<file path="config.mk">
export PLATFORM = sky130hd
export DESIGN_NAME = boot_sequencer
export DESIGN_NICKNAME = d
export VERILOG_FILES = /design/src/rtl/boot_seq_pkg.sv /design/src/rtl/boot_interval.sv /design/src/rtl/boot_bit_shifter.sv /design/src/rtl/boot_sequencer.sv
export SDC_FILE = /design/constraint.sdc
export NUM_CORES = 1
export LEC_CHECK = 0
export ABC_AREA = 1
export BUFFER_PORTS_ARGS = -buffer_cell sky130_fd_sc_hd__buf_2
export CORE_AREA = 2 2 115 117
export CTS_BUF_LIST = sky130_fd_sc_hd__clkbuf_2 sky130_fd_sc_hd__clkbuf_4 sky130_fd_sc_hd__clkbuf_8
export CTS_CLUSTER_DIAMETER = 120
export CTS_CLUSTER_SIZE = 24
export DETAILED_ROUTE_END_ITERATION = 16
export DIE_AREA = 0 0 117 119
export PLACE_DENSITY = 0.63
export SLEW_MARGIN = 20
export SYNTH_ARGS = -nofsm -noshare
export SYNTH_HDL_FRONTEND = slang
export SYNTH_SLANG_ARGS = --single-unit
</file>
<file path="constraint.sdc">
create_clock -name clk -period 6.55 [get_ports clk]
set_input_delay 1.31 -clock clk [delete_from_list [all_inputs] [get_ports clk]]
set_output_delay 1.31 -clock clk [all_outputs]
set_load 0.05 [all_outputs]
</file>
<file path="src/rtl/boot_seq_pkg.sv">
package boot_seq_pkg;

    typedef enum logic [3:0] {
        ST_PROG,
        ST_PL_LOAD,
        ST_PL_CHECK,
        ST_REG_CLR,
        ST_DSP_RST,
        ST_D1_INIT,
        ST_D1_WAIT,
        ST_D2_INIT,
        ST_D2_WAIT,
        ST_D1_MAIN,
        ST_D2_MAIN,
        ST_READY,
        ST_FAILED
    } boot_state_e;

    typedef enum logic [1:0] {
        ERR_NONE = 2'd0,
        ERR_CRC  = 2'd1,
        ERR_ACK  = 2'd2
    } boot_err_e;

    localparam logic [2:0] IMG_PL      = 3'd0;
    localparam logic [2:0] IMG_P1_INIT = 3'd1;
    localparam logic [2:0] IMG_P2_INIT = 3'd2;
    localparam logic [2:0] IMG_P1_MAIN = 3'd3;
    localparam logic [2:0] IMG_P2_MAIN = 3'd4;

endpackage

</file>
<file path="src/rtl/boot_interval.sv">
module boot_interval #(
    parameter int W = 8
) (
    input  logic         clk,
    input  logic         rst_n,
    input  logic         clr,
    input  logic [W-1:0] limit,
    output logic         hit
);

    logic [W-1:0] cnt_q;

    always_ff @(posedge clk or negedge rst_n) begin
        if (!rst_n) begin
            cnt_q <= '0;
        end else if (clr) begin
            cnt_q <= '0;
        end else if (cnt_q < limit - W'(1)) begin
            cnt_q <= cnt_q + W'(1);
        end
    end

    assign hit = (cnt_q == limit - W'(1));

    // the running count never passes the window it measures
    p_cnt_in_window_r7: assert property (@(posedge clk) disable iff (!rst_n)
        (!clr && limit != '0) |-> (cnt_q < limit))
        else $error("interval counter ran past its limit");

endmodule

</file>
<file path="src/rtl/boot_bit_shifter.sv">
module boot_bit_shifter #(
    parameter int HALF_DIV = 20,
    parameter int ADDR_W   = 16
) (
    input  logic              clk,
    input  logic              rst_n,
    input  logic              start,
    output logic              img_req,
    output logic [ADDR_W-1:0] img_addr,
    input  logic              img_ack,
    input  logic [7:0]        img_data,
    input  logic              img_last,
    output logic              sclk,
    output logic              sdata,
    output logic              done
);

    localparam int DW = (HALF_DIV > 1) ? $clog2(HALF_DIV) : 1;

    typedef enum logic [1:0] {SH_IDLE, SH_FETCH, SH_LOW, SH_HIGH} sh_state_e;

    sh_state_e         sh_q, sh_d;
    logic [DW-1:0]     div_q;
    logic [2:0]        bit_q;
    logic [7:0]        shreg_q;
    logic              last_q;
    logic [ADDR_W-1:0] addr_q;
    logic              done_q;
    logic              half_end;

    assign half_end = (div_q == DW'(HALF_DIV - 1));

    always_comb begin
        sh_d = sh_q;
        unique case (sh_q)
            SH_IDLE:  if (start)    sh_d = SH_FETCH;
            SH_FETCH: if (img_ack)  sh_d = SH_LOW;
            SH_LOW:   if (half_end) sh_d = SH_HIGH;
            SH_HIGH:  if (half_end) begin
                if (bit_q != 3'd7) sh_d = SH_LOW;
                else if (last_q)   sh_d = SH_IDLE;
                else               sh_d = SH_FETCH;
            end
            default: sh_d = SH_IDLE;
        endcase
    end

    always_ff @(posedge clk or negedge rst_n) begin
        if (!rst_n) begin
            sh_q    <= SH_IDLE;
            div_q   <= '0;
            bit_q   <= '0;
            shreg_q <= '0;
            last_q  <= 1'b0;
            addr_q  <= '0;
            done_q  <= 1'b0;
        end else begin
            sh_q   <= sh_d;
            done_q <= 1'b0;
            if (sh_d != sh_q)                      div_q <= '0;
            else if (sh_q == SH_LOW || sh_q == SH_HIGH) div_q <= div_q + DW'(1);
            if (sh_q == SH_IDLE && start) addr_q <= '0;
            if (sh_q == SH_FETCH && img_ack) begin
                shreg_q <= img_data;
                last_q  <= img_last;
                bit_q   <= '0;
            end
            if (sh_q == SH_HIGH && half_end) begin
                shreg_q <= {shreg_q[6:0], 1'b0};
                bit_q   <= bit_q + 3'd1;
                if (bit_q == 3'd7) begin
                    if (last_q) done_q <= 1'b1;
                    else        addr_q <= addr_q + ADDR_W'(1);
                end
            end
        end
    end

    assign img_req  = (sh_q == SH_FETCH);
    assign img_addr = addr_q;
    assign sclk     = (sh_q == SH_HIGH);
    assign sdata    = shreg_q[7];
    assign done     = done_q;

    p_req_hold_r12: assert property (@(posedge clk) disable iff (!rst_n)
        (img_req && !img_ack) |=> img_req)
        else $error("byte request withdrawn before acknowledge");

    p_data_stable_r3: assert property (@(posedge clk) disable iff (!rst_n)
        (sclk && $past(sclk)) |-> $stable(sdata))
        else $error("serial data moved while bit clock high");

    p_addr_hold_r12: assert property (@(posedge clk) disable iff (!rst_n)
        img_req |=> $stable(img_addr))
        else $error("address moved during a request");

endmodule

</file>
<file path="src/rtl/boot_sequencer.sv">
module boot_sequencer
    import boot_seq_pkg::*;
#(
    parameter int HALF_DIV        = 20,
    parameter int PULSE_CYC       = 40,
    parameter int CHECK_CYC       = 8,
    parameter int ACK_TIMEOUT_CYC = 600000,
    parameter int PL_RETRY_MAX    = 5,
    parameter int ACK_RETRY_MAX   = 2,
    parameter int ADDR_W          = 16
) (
    input  logic              clk,
    input  logic              rst_n,
    output logic              img_req,
    output logic [2:0]        img_id,
    output logic [ADDR_W-1:0] img_addr,
    input  logic              img_ack,
    input  logic [7:0]        img_data,
    input  logic              img_last,
    output logic              pl_prog_n,
    output logic              pl_sclk,
    output logic              ser_data,
    input  logic              pl_done,
    input  logic              pl_irq_n,
    output logic              pl_regclr_n,
    output logic              dsp_rst_n,
    output logic              dsp_sclk,
    output logic              dsp1_cs_n,
    output logic              dsp2_cs_n,
    input  logic              dsp1_ack_n,
    input  logic              dsp2_ack_n,
    output logic              boot_ready,
    output logic              boot_failed,
    output logic [1:0]        boot_err
);

    localparam int TMAX0 = (PULSE_CYC > CHECK_CYC) ? PULSE_CYC : CHECK_CYC;
    localparam int TMAX  = (ACK_TIMEOUT_CYC > TMAX0) ? ACK_TIMEOUT_CYC : TMAX0;
    localparam int TW    = $clog2(TMAX + 1);
    localparam int PFW   = $clog2(PL_RETRY_MAX + 1);
    localparam int AFW   = $clog2(ACK_RETRY_MAX + 1);
    localparam int NSYNC = 4;

    // ---- input synchronisers: {ack2, ack1, irq, done}
    logic [NSYNC-1:0] raw_in, sync_out;
    localparam logic [NSYNC-1:0] SYNC_RST = 4'b1110;
    assign raw_in = {dsp2_ack_n, dsp1_ack_n, pl_irq_n, pl_done};

    for (genvar g = 0; g < NSYNC; g++) begin : g_sync
        logic [1:0] ff_q;
        always_ff @(posedge clk or negedge rst_n) begin
            if (!rst_n) ff_q <= {2{SYNC_RST[g]}};
            else        ff_q <= {ff_q[0], raw_in[g]};
        end
        assign sync_out[g] = ff_q[1];
    end

    logic done_s, irq_n_s, ack1_n_s, ack2_n_s;
    assign {ack2_n_s, ack1_n_s, irq_n_s, done_s} = sync_out;

    // ---- state and retry bookkeeping
    boot_state_e    state_q, state_d;
    boot_err_e      err_q, err_d;
    logic [PFW-1:0] pl_fail_q;
    logic [AFW-1:0] ack_fail_q;
    logic           pl_fail_inc, ack_fail_inc;
    logic           ack_timeout;
    logic           t_hit, sh_done, sh_start, sh_sclk, sh_data;
    logic [TW-1:0]  t_limit;

    always_ff @(posedge clk or negedge rst_n) begin
        if (!rst_n) begin
            state_q    <= ST_PROG;
            err_q      <= ERR_NONE;
            pl_fail_q  <= '0;
            ack_fail_q <= '0;
        end else begin
            state_q <= state_d;
            err_q   <= err_d;
            if (ack_fail_inc) begin
                ack_fail_q <= ack_fail_q + AFW'(1);
                pl_fail_q  <= '0;
            end else if (pl_fail_inc) begin
                pl_fail_q <= pl_fail_q + PFW'(1);
            end
        end
    end

    always_comb begin
        state_d      = state_q;
        err_d        = err_q;
        pl_fail_inc  = 1'b0;
        ack_fail_inc = 1'b0;
        ack_timeout  = 1'b0;
        unique case (state_q)
            ST_PROG:     if (t_hit)   state_d = ST_PL_LOAD;
            ST_PL_LOAD:  if (sh_done) state_d = ST_PL_CHECK;
            ST_PL_CHECK: if (t_hit) begin
                if (done_s && irq_n_s) begin
                    state_d = ST_REG_CLR;
                end else if (pl_fail_q == PFW'(PL_RETRY_MAX)) begin
                    state_d = ST_FAILED;
                    err_d   = ERR_CRC;
                end else begin
                    state_d     = ST_PROG;
                    pl_fail_inc = 1'b1;
                end
            end
            ST_REG_CLR:  if (t_hit)   state_d = ST_DSP_RST;
            ST_DSP_RST:  if (t_hit)   state_d = ST_D1_INIT;
            ST_D1_INIT:  if (sh_done) state_d = ST_D1_WAIT;
            ST_D1_WAIT:  if (!ack1_n_s) state_d = ST_D2_INIT;
                         else if (t_hit) ack_timeout = 1'b1;
            ST_D2_INIT:  if (sh_done) state_d = ST_D2_WAIT;
            ST_D2_WAIT:  if (!ack2_n_s) state_d = ST_D1_MAIN;
                         else if (t_hit) ack_timeout = 1'b1;
            ST_D1_MAIN:  if (sh_done) state_d = ST_D2_MAIN;
            ST_D2_MAIN:  if (sh_done) state_d = ST_READY;
            ST_READY:    state_d = ST_READY;
            ST_FAILED:   state_d = ST_FAILED;
            default:     state_d = ST_FAILED;
        endcase
        if (ack_timeout) begin
            if (ack_fail_q == AFW'(ACK_RETRY_MAX)) begin
                state_d = ST_FAILED;
                err_d   = ERR_ACK;
            end else begin
                state_d      = ST_PROG;
                ack_fail_inc = 1'b1;
            end
        end
    end

    // ---- timer window per state
    always_comb begin
        unique case (state_q)
            ST_PROG, ST_REG_CLR, ST_DSP_RST: t_limit = TW'(PULSE_CYC);
            ST_PL_CHECK:                     t_limit = TW'(CHECK_CYC);
            ST_D1_WAIT, ST_D2_WAIT:          t_limit = TW'(ACK_TIMEOUT_CYC);
            default:                         t_limit = TW'(1);
        endcase
    end

    boot_interval #(.W(TW)) u_timer (
        .clk   (clk),
        .rst_n (rst_n),
        .clr   (state_d != state_q),
        .limit (t_limit),
        .hit   (t_hit)
    );

    function automatic logic is_load(boot_state_e s);
        return (s == ST_PL_LOAD) || (s == ST_D1_INIT) || (s == ST_D2_INIT) ||
               (s == ST_D1_MAIN) || (s == ST_D2_MAIN);
    endfunction

    assign sh_start = (state_d != state_q) && is_load(state_d);

    boot_bit_shifter #(.HALF_DIV(HALF_DIV), .ADDR_W(ADDR_W)) u_shifter (
        .clk      (clk),
        .rst_n    (rst_n),
        .start    (sh_start),
        .img_req  (img_req),
        .img_addr (img_addr),
        .img_ack  (img_ack),
        .img_data (img_data),
        .img_last (img_last),
        .sclk     (sh_sclk),
        .sdata    (sh_data),
        .done     (sh_done)
    );

    // ---- outputs
    always_comb begin
        img_id      = IMG_PL;
        pl_prog_n   = 1'b1;
        pl_regclr_n = 1'b1;
        dsp_rst_n   = 1'b1;
        dsp1_cs_n   = 1'b1;
        dsp2_cs_n   = 1'b1;
        unique case (state_q)
            ST_PROG:     begin pl_prog_n   = 1'b0; dsp_rst_n = 1'b0; end
            ST_PL_LOAD,
            ST_PL_CHECK: dsp_rst_n = 1'b0;
            ST_REG_CLR:  begin pl_regclr_n = 1'b0; dsp_rst_n = 1'b0; end
            ST_DSP_RST:  dsp_rst_n = 1'b0;
            ST_D1_INIT:  begin dsp1_cs_n = 1'b0; img_id = IMG_P1_INIT; end
            ST_D2_INIT:  begin dsp2_cs_n = 1'b0; img_id = IMG_P2_INIT; end
            ST_D1_MAIN:  begin dsp1_cs_n = 1'b0; img_id = IMG_P1_MAIN; end
            ST_D2_MAIN:  begin dsp2_cs_n = 1'b0; img_id = IMG_P2_MAIN; end
            ST_FAILED:   dsp_rst_n = 1'b0;
            default:     ;
        endcase
    end

    assign pl_sclk     = sh_sclk;
    assign dsp_sclk    = ~sh_sclk;
    assign ser_data    = sh_data;
    assign boot_ready  = (state_q == ST_READY) && !ack1_n_s && !ack2_n_s;
    assign boot_failed = (state_q == ST_FAILED);
    assign boot_err    = err_q;

    // ---- checks
    logic [TW-1:0] prog_low_q;
    always_ff @(posedge clk or negedge rst_n) begin
        if (!rst_n)                               prog_low_q <= '0;
        else if (pl_prog_n)                       prog_low_q <= '0;
        else if (prog_low_q != TW'(PULSE_CYC))    prog_low_q <= prog_low_q + TW'(1);
    end

    p_prog_width_r2: assert property (@(posedge clk) disable iff (!rst_n)
        $rose(pl_prog_n) |-> (prog_low_q >= TW'(PULSE_CYC)))
        else $error("program pulse too short");

    p_cs_excl_r7: assert property (@(posedge clk) disable iff (!rst_n)
        !(!dsp1_cs_n && !dsp2_cs_n))
        else $error("both selects low");

    p_no_cs_in_reset_r6: assert property (@(posedge clk) disable iff (!rst_n)
        !dsp_rst_n |-> (dsp1_cs_n && dsp2_cs_n))
        else $error("select low while processors held in reset");

    p_fail_sticky_r11: assert property (@(posedge clk) disable iff (!rst_n)
        boot_failed |=> (boot_failed && $stable(boot_err)))
        else $error("failed state left");

    p_ready_quiet_r10: assert property (@(posedge clk) disable iff (!rst_n)
        boot_ready |-> (dsp1_cs_n && dsp2_cs_n && dsp_rst_n && !img_req))
        else $error("ready while still loading");

    p_retry_bound_r8: assert property (@(posedge clk) disable iff (!rst_n)
        (pl_fail_q <= PFW'(PL_RETRY_MAX)) && (ack_fail_q <= AFW'(ACK_RETRY_MAX)))
        else $error("retry counter past its limit");

endmodule

</file>
==> results.md, run 1 <==
* Post-CTS Setup Inserts at 0
* Total CTS buffers at 9
* Post-DP HPWL at just under 8000 um
* Synth unique cells at between 40 and 50
* Detail-routed via count per cell at just under 5
* Synth Area per Inst at 8.01 um2
* Clock sink count at 75
* Worst setup EP type: flip-flop
* Setup TNS at 0 ns
* EDFF count, synth at 0
* DRC at 0
* Layout Nets at 655
* Post-synthesis simple-gate area fraction at 27.9%
* Drt wl/cell at roughly 13 um
* Post-route setup slack at approximately 2.8 ns
* Post-synthesis adder-cell area fraction at 7.28%
* Syn Inst Count at 558
* Hold slack final at 0.357 ns
* Worst Setup Start Kind: flip-flop
* Die X at 117 um
* Total gr overflow at 0
* Most common cell after layout, fill and taps aside: nand2_1
* First-pass GRT wire length at approximately 18,000 um
* Compound-Gate Fraction of Synth Area at 10.7%
* Total GRT Usage at 15.9%
* Initial core utilization at 34.7%
* First-pass DRT Iterations at 4
* Commonest non-fill, non-tap cells in the layout: nand2_1, dfrtp_1, inv_1
* Final min period at 3.73 ns
* Slowest-stage cell, CP: dfrtp_1
* Placed cells at 778
* Critical path class: flip-flop to flip-flop
* Max IR drop VDD at 0.000133 V
* Max Fclk at 0.268 GHz
* Port Buffers at 47
* Most used cell, CP: nand2_1
* Dpl ws at between 2 and 3 ns
* Max_slew headroom at 35.0%
* Final Hold Fails at 0
* Root Buffer: clkbuf_8
* #FFs+latches synth at 75
* CORE AREA at ~13,000 um2
* Critical path buffer and inverter count at 5
* Non-filler cells, final at 793
* RSZ-0062 raised after global routing: no
* Final total power at 1.07 mW
* Hold crit path type: flip-flop to flip-flop
* P_leak at between 2 and 3 nW
* Antenna cells at 0
* Die area at 13,900 um2
* CP required at between 6 and 7 ns
* Ys async rst share at 100%
* Worst path max stage delay at 0.52 ns
* Vias at 3,845
* Vias in the first global route at 3,772
* I/O Pins at 48
* Setup violators final at 0
* Worst-path fanout max at 21
* Yosys warns at 0
* CTS tree: built
* CTS clk-pin slew, worst paths at 0.08 ns
* Mux cell area share after synthesis at less than 1%
* Post-Synth XOR/XNOR Area at 4.11%
* Pwr/cell area at about 210 nW/um2
* Share of cells above drive strength 1 at 17.3%
* Netlist Area Pre-Place at 4470 um2
* Final Max Tran Viols at 0
* Worst Tran Pin Value at between 0.9 and 1 ns
* Deepest clock path buffer count at 2
* Die height at between 100 and 150 um
* Initial antenna violation count at 0
* # resized after CTS at 0
* Largest family of logic cells by synthesized area: simple AND/OR/NAND/NOR gates
* Clock skew at 0.00490 ns
* Final worst path period share at 57.0%
* Worst-Skew Late Latency at 0.36 ns
* WP data arrival at 3.98 ns
* Largest net degree at the start of global routing at 76
* H-tree depth at 3
* Final ANT Viol Nets at 0
* Cell family with most CP delay: simple AND/OR/NAND/NOR gates
* DRT iter0 DRCs at 208
* Post-Route WL at 10,200 um
* Max_cap viols at 0
* Cell Rows at 42
* GPL Wtd Cong at 0.913
* Top FF cell, synth: dfrtp_1
* # hold bufs at CTS at 0
* Run status: completed
* Area grow syn2layout at 14.6%
* Sequential area share after synthesis at 42.1%
state kept, by name, summed over array words and instances (netlist names):
name,cells
ack_fail_q,2
boot_err,2
g_sync.ff_q,8
pl_fail_q,3
state_q,4
u_shifter.bit_q,3
u_shifter.div_q,5
u_shifter.done,1
u_shifter.img_addr,16
u_shifter.last_q,1
u_shifter.sh_q,2
u_shifter.shreg_q,8
u_timer.cnt_q,20
final timing paths:
check | start | endpoint | slack, ns | cells past startpoint
min in group asynchronous | rst_n | g_sync[0].ff_q[1] | 1.07 | 1
min reg2reg | g_sync[1].ff_q[0] | g_sync[1].ff_q[1] | 0.36 | 0
min | g_sync[1].ff_q[0] | g_sync[1].ff_q[1] | 0.36 | 0
max | state_q[2] | u_shifter.div_q[4] | 2.82 | 26
max reg2reg | state_q[2] | u_shifter.div_q[4] | 2.82 | 26
max in group asynchronous | rst_n | u_shifter.sh_q[0] | 4.81 | 1
report_power, final:
group	internal, mW	total [mW]	switching (mW)
combinational	0.0587	0.146	0.0872
clock	0.227	0.404	0.177
sequential	0.491	0.521	0.0299
cell families (layout without fill, tap and decap cells):
logic type,Yosys count,count (layout)
flip-flops,75,75
AND/OR/NAND/NOR,271,271
multiplexers,2,2
AO/OA/AOI/OAI,79,79
buffers and inverters,83,138
XOR/XNOR,21,21
adder cells (fa/ha/maj),26,26
other,1,5
per-stage QoR:
step                area [um2]  util [%]
floorplan                 4490         -
global placement          4900      38.1
detailed placement        4900      38.1
CTS                       5120      39.8
global route              5120      39.8
finish                    5120      39.8
per-layer routing:
layer | wire, um | global-route usage, % | up-vias
met5 | 0 | 0 | -
met2 | 4850 | 25.1 | 67
li1 | - | - | 1936
met1 | 4790 | 21.8 | 1829
met4 | 133 | 4.56 | 0
met3 | 445 | 3.51 | 13
final cells by class:
class	count	area (um2)
clock inverters	4	75.1
fillers	1306	7750
repair buffers	47	238
inverters	76	285
well taps	176	220
flip-flops and latches	75	1880
clock buffers	11	145
multi-input cells	404	2280
cell usage after synthesis (all sizes together) (2+ instances only):
cell / count / area (um2)
nand2: 126 / 531
nor2: 76 / 345
inv: 74 / 278
dfrtp: 69 / 1730
nand3: 40 / 200
o21ai: 27 / 135
ha: 26 / 325
a21oi: 25 / 133
xor2: 19 / 166
nand4: 11 / 68.8
nor3: 11 / 55.1
buf: 6 / 36.3
dfstp: 6 / 158
o221ai: 5 / 43.8
o22ai: 4 / 25.0
a211oi: 3 / 22.5
o211ai: 3 / 22.5
a22o: 2 / 17.5
a31oi: 2 / 12.5
clkinv: 2 / 7.51
mux2i: 2 / 20.0
nand3b: 2 / 15.0
nor3b: 2 / 15.0
o21bai: 2 / 15.0
xnor2: 2 / 17.5
(Power assumes the default switching activity.)
==> inputs of run 2 (changes only) <==
Clock period 6.55 ns to 3.8 ns, I/O delays scaled along.
==> results.md, run 2 (synthesized netlist as in run 1, its figures left out) <==
* Port Buffers at 47 (unchanged)
* Largest net degree at the start of global routing at 76 (unchanged)
* CTS tree: built (unchanged)
* Reg2reg path depth at 25 (was 26)
* Run status: completed (unchanged)
* Worst-Skew Late Latency at 0.37 ns (was 0.36 ns)
* Most used cell, CP: nand2_1 (unchanged)
* Post-DP HPWL at 7960 um (was 7700 um)
* Initial antenna violation count at 0 (unchanged)
* Sw power at 525 uW (was 294 uW)
* Placed cells at 782 (was 778)
* Dpl ws at 0.188 ns (was 2.85 ns)
* Comb pwr share at 13.9% (was 13.6%)
* GR peak layer: met2 (unchanged)
* Multi-input gate area at 2290 um2 (was 2280 um2)
* Critical hold path startpoint: g_sync[0].ff_q[0] (was g_sync[1].ff_q[0])
* Initial core utilization at 34.7% (unchanged)
* P_leak at 2.60 nW (was 2.57 nW)
* Final worst path period share at 87.7% (was 57.0%)
* First-pass DRT Iterations at 4 (unchanged)
* WP data arrival at 3.59 ns (was 3.98 ns)
* Root Buffer: clkbuf_8 (unchanged)
* CORE AREA at 12,900 um2 (unchanged)
* Hold crit path type: flip-flop to flip-flop (unchanged)
* Worst Setup Start Kind: flip-flop (unchanged)
* Vias in the first global route at 3,861 (was 3,772)
* Max_cap viols at 0 (unchanged)
* Max Fclk at 0.300 GHz (was 0.268 GHz)
* Share of cells above drive strength 1 at 18.5% (was 17.3%)
* Slowest-stage cell, CP: dfrtp_1 (unchanged)
* Layout Nets at 659 (was 655)
* Area grow syn2layout at 15.8% (was 14.6%)
* Worst-path fanout max at 10 (was 21)
* CP required at 4.06 ns (was 6.80 ns)
* Worst path max stage delay at 0.53 ns (was 0.52 ns)
* Cell Rows at 42 (unchanged)
* Clock sink count at 75 (unchanged)
* Number of flip-flops in the largest register at 20 (unchanged)
* Antenna cells at 0 (unchanged)
* Critical path class: flip-flop to flip-flop (unchanged)
* Pwr/cell area at 365 nW/um2 (was 209 nW/um2)
* Worst Tran Pin Value at 0.958 ns (was 0.975 ns)
* Most flops, register: u_timer.cnt_q (unchanged)
* Storage cell area at 1890 um2 (was 1880 um2)
* Final Max Tran Viols at 0 (unchanged)
* H-tree depth at 3 (unchanged)
* Post-Route WL at 10,500 um (was 10,200 um)
* # hold bufs at CTS at 0 (unchanged)
* Post-route setup slack at 0.467 ns (was 2.82 ns)
* FILL cells at 1,327 (was 1,306)
* Final ANT Viol Nets at 0 (unchanged)
* Most common cell after layout, fill and taps aside: nand2_1 (unchanged)
* GPL Wtd Cong at 0.911 (was 0.913)
* FF-to-FF Start: state_q[1] (was state_q[2])
* DRT iter0 DRCs at 196 (was 208)
* Max IR drop VDD at 0.000286 V (was 0.000133 V)
* Final min period at 3.33 ns (was 3.73 ns)
* R2R Path End: u_shifter.div_q[1] (was u_shifter.div_q[4])
* Finished Core Util at 40.2% (was 39.8%)
* Worst setup EP type: flip-flop (unchanged)
* Total GRT Usage at 16.2% (was 15.9%)
* First-pass GRT wire length at 17,800 um (was 17,700 um)
* Die X at 117 um (unchanged)
* Clock share of power at 38.4% (was 37.7%)
* Setup violators final at 0 (unchanged)
* Hold Path Sink: g_sync[0].ff_q[1] (was g_sync[1].ff_q[1])
* Total CTS buffers at 9 (unchanged)
* Total gr overflow at 0 (unchanged)
* Sw Ratio at 27.8% (was 27.5%)
* Reg-to-reg slack, setup at 0.47 ns (was 2.82 ns)
* Hold path cells at 0 (unchanged)
* Max_slew headroom at 36.2% (was 35.0%)
* Final Hold Fails at 0 (unchanged)
* Non-filler cells, final at 798 (was 793)
* Die height at 119 um (unchanged)
* Register share of total power at 47.6% (was 48.6%)
* Die area at 13,900 um2 (unchanged)
* I/O Pins at 48 (unchanged)
* Setup TNS at 0 ns (unchanged)
* DRC at 0 (unchanged)
* Detail-routed via count per cell at 4.87 (was 4.85)
* M1 GR Usage at 21.2% (was 21.8%)
* Commonest non-fill, non-tap cells in the layout: nand2_1, dfrtp_1, inv_1 (unchanged)
* Drt wl/cell at 13.1 um (was 12.9 um)
* CTS clk-pin slew, worst paths at 0.08 ns (about the same)
* Deepest clock path buffer count at 2 (unchanged)
* Pint at 1.36 mW (was 777 uW)
* Met2 GRT Util at 25.4% (was 25.1%)
* Clock skew at 0.00865 ns (was 0.00490 ns)
* Vias at 3,886 (was 3,845)
* Met3 Use GR at 4.12% (was 3.51%)
[run 2: cell types whose count changed in the layout (fill, tap and decap cells not counted), sizes merged]
cell / delta
clkbuf: +1
clkinvlp: -1
buf: +4
clkinv: +1
[run 2: worst max path at each step]
stage,startpoint,endpoint,slack (ns),depth (start not counted)
after detailed placement,state_q[2],u_shifter.div_q[1],0.19,26
after CTS,state_q[2],u_shifter.div_q[1],0.17,26
after global routing,state_q[2],u_shifter.img_addr[13],-0.008,23
after global placement,state_q[2],u_shifter.div_q[0],0.26,26
after floorplan,state_q[2],u_shifter.div_q[0],0.57,26
final,state_q[1],u_shifter.div_q[1],0.47,25
[run 2: worst max-delay path: cells and delay by family, from the launching register on]
kind                     cells  cell delay, ns
flip-flops                   1            0.53
AND/OR/NAND/NOR             19            1.87
buffers and inverters        5            0.48
adder cells (fa/ha/maj)      1            0.33
[run 2: what timing repair did]
item / CTS / global route
endpoints found under the setup margin: 0 / 37
setup buffers: 0 / 0
gates resized for setup: 0 / 4
[run 2: metrics by stage]
stage               cell area (um2)  hold WS [ns]  power, mW
global route                   5180         0.361       2.01
global placement               4930         0.334       1.17
floorplan                      4490         0.331       1.09
finish                         5180         0.350       1.89
detailed placement             4930         0.343       1.18
CTS                            5160         0.358       1.91
[run 2: layout make-up]
type / instances / share of cell area (%)
clock inverters: 4 / 1.40
multi-input cells: 404 / 44.2
repair buffers: 51 / 5.17
inverters: 76 / 5.51
well taps: 176 / 4.25
flip-flops and latches: 75 / 36.4
clock buffers: 12 / 3.07
[run 2: power groups by stage]
stage | combinational, mW | sequential (mW) | clock, mW
3_3_place_gp | 0.251 | 0.914 | 0
5_1_grt | 0.315 | 0.909 | 0.784
3_5_place_dp | 0.265 | 0.915 | 0
4_1_cts | 0.267 | 0.900 | 0.746
6_report | 0.263 | 0.899 | 0.725
2_1_floorplan | 0.189 | 0.898 | 0
[run 2: per-layer routing]
metal / vias to the layer above / routed length, um
met2: 89 / 4990
met1: 1841 / 4810
li1: 1944 / -
met3: 12 / 479
met4: 0 / 197
met5: - / 0
==> inputs of run 3 (changes only) <==
Settings changed: REMOVE_ABC_BUFFERS from default to 1.
==> results.md, run 3 (synthesized netlist as in run 1, its figures left out) <==
* Run status: completed (unchanged)
* DRT iter0 DRCs at 179 (was 196)
* Setup violators final at 0 (unchanged)
* Initial core utilization at 34.7% (unchanged)
* CP required at 4.05 ns (was 4.06 ns)
* Cell family with most CP delay: simple AND/OR/NAND/NOR gates (unchanged)
* Final worst path period share at 90.2% (was 87.7%)
* Total GRT Usage at 15.8% (was 16.2%)
* First-pass DRT Iterations at 6 (was 4)
* Cell Rows at 42 (unchanged)
* Sw power at 522 uW (was 525 uW)
* Deepest clock path buffer count at 2 (unchanged)
* Final Hold Fails at 0 (unchanged)
* Setup TNS at 0 ns (unchanged)
* Register share of total power at 51.6% (was 47.6%)
* H-tree depth at 3 (unchanged)
* CORE AREA at 12,900 um2 (unchanged)
* Die X at 117 um (unchanged)
* Clock skew at 0.0107 ns (was 0.00865 ns)
* Worst path max stage delay at 0.53 ns (about the same)
* Critical path buffer and inverter count at 4 (was 5)
* WP data arrival at 3.68 ns (was 3.59 ns)
* Most common cell after layout, fill and taps aside: nand2_1 (unchanged)
* Final Max Tran Viols at 0 (unchanged)
* Drt wl/cell at 12.6 um (was 13.1 um)
* Cell depth of the worst setup path at 25 (unchanged)
* Max_cap viols at 0 (unchanged)
* Hold slack final at 0.358 ns (was 0.350 ns)
* Vias at 3,842 (was 3,886)
* Post-DP HPWL at 7500 um (was 7960 um)
* Worst setup EP type: flip-flop (unchanged)
* R2R Path End: u_shifter.div_q[4] (was u_shifter.div_q[1])
* Post-CTS Setup Inserts at 0 (unchanged)
* # resized after CTS at 0 (unchanged)
* Commonest non-fill, non-tap cells in the layout: nand2_1, dfrtp_1, inv_1 (unchanged)
* Antenna cells at 0 (unchanged)
* Die area at 13,900 um2 (unchanged)
* Clock sink count at 75 (unchanged)
* Root Buffer: clkbuf_8 (unchanged)
* Initial antenna violation count at 0 (unchanged)
* CTS clk-pin slew, worst paths at 0.08 ns (about the same)
* Largest net degree at the start of global routing at 76 (unchanged)
* Total gr overflow at 0 (unchanged)
* Most flops, register: u_timer.cnt_q (unchanged)
* Most used cell, CP: nand2_1 (unchanged)
* Area grow syn2layout at 14.9% (was 15.8%)
* I/O Pins at 48 (unchanged)
* Worst Tran Pin Value at 0.942 ns (was 0.958 ns)
* Max IR drop VDD at 0.000301 V (was 0.000286 V)
* # hold bufs at CTS at 0 (unchanged)
* CTS tree: built (unchanged)
* Worst Setup Start Kind: flip-flop (unchanged)
* Final min period at 3.43 ns (was 3.33 ns)
* Vias in the first global route at 3,673 (was 3,861)
* Share of cells above drive strength 1 at 18.6% (was 18.5%)
* Pwr/cell area at 339 nW/um2 (was 365 nW/um2)
* CP endpoint: u_shifter.div_q[4] (was u_shifter.div_q[1])
* Layout Nets at 660 (was 659)
* Number of flip-flops in the largest register at 20 (unchanged)
* Sw Ratio at 30.0% (was 27.8%)
* Die height at 119 um (unchanged)
* Max Fclk at 0.292 GHz (was 0.300 GHz)
* DRC at 0 (unchanged)
* Critical path class: flip-flop to flip-flop (unchanged)
* FF-to-FF Start: state_q[1] (unchanged)
* Reg-to-reg slack, setup at 0.37 ns (was 0.47 ns)
* P_leak at 2.58 nW (was 2.60 nW)
* Clock share of power at 33.3% (was 38.4%)
* Worst-Skew Late Latency at 0.37 ns (about the same)
* Total CTS buffers at 9 (unchanged)
* Reg2reg path depth at 25 (unchanged)
* Hold crit path type: flip-flop to flip-flop (unchanged)
* Port Buffers at 47 (unchanged)
* Detail-routed via count per cell at 4.81 (was 4.87)
* Max_slew headroom at 37.2% (was 36.2%)
* Post-route setup slack at 0.373 ns (was 0.467 ns)
* Pint at 1.22 mW (was 1.36 mW)
* Final ANT Viol Nets at 0 (unchanged)
* GPL Wtd Cong at 0.903 (was 0.911)
* Worst-path fanout max at 10 (unchanged)
* Worst Setup SP: state_q[1] (unchanged)
* Slowest-stage cell, CP: dfrtp_1 (unchanged)
* Post-Route WL at 10,100 um (was 10,500 um)
* Comb pwr share at 15.1% (was 13.9%)
* Dpl ws at 0.191 ns (was 0.188 ns)
* First-pass GRT wire length at 17,500 um (was 17,800 um)
==> run 3: power groups by stage <==
stage               clock (mW)  combinational, mW  sequential (mW)
floorplan                    0              0.187            0.898
global placement             0              0.250            0.911
detailed placement           0              0.259            0.912
CTS                      0.608              0.262            0.897
global route             0.640              0.314            0.903
finish                   0.580              0.262            0.897
==> run 3: worst min path at each step <==
| stage | start | end | cells past startpoint |
|---|---|---|---|
| global route | g_sync[2].ff_q[0] | g_sync[2].ff_q[1] | 0 |
| detailed placement | g_sync[2].ff_q[0] | g_sync[2].ff_q[1] | 0 |
| global placement | g_sync[0].ff_q[0] | g_sync[0].ff_q[1] | 0 |
| floorplan | g_sync[0].ff_q[0] | g_sync[0].ff_q[1] | 0 |
| finish | g_sync[2].ff_q[0] | g_sync[2].ff_q[1] | 0 |
| CTS | g_sync[2].ff_q[0] | g_sync[2].ff_q[1] | 0 |
==> run 3: final cells by class <==
cell class	count	area [um2]
fillers	1307	7740
multi-input cells	404	2290
flip-flops and latches	75	1890
inverters	76	285
repair buffers	52	275
well taps	176	220
clock buffers	11	145
clock inverters	5	36.3
==> run 3: stage by stage <==
step	util (%)	instance area, um2	total power, mW	instances
final	39.9	5140	1.74	799
after floorplan	-	4450	1.09	555
after global routing	39.9	5140	1.86	799
after CTS	39.8	5120	1.77	799
after global placement	38.4	4940	1.16	783
after detailed placement	38.4	4940	1.17	783
==> run 3: metal layers <==
metal / vias up / share of wire (%) / GRT usage [%]
met5: - / 0 / 0
met3: 11 / 4.2 / 3.77
li1: 1943 / - / -
met4: 0 / 1.4 / 5.07
met2: 82 / 45 / 24.1
met1: 1806 / 49 / 22.1
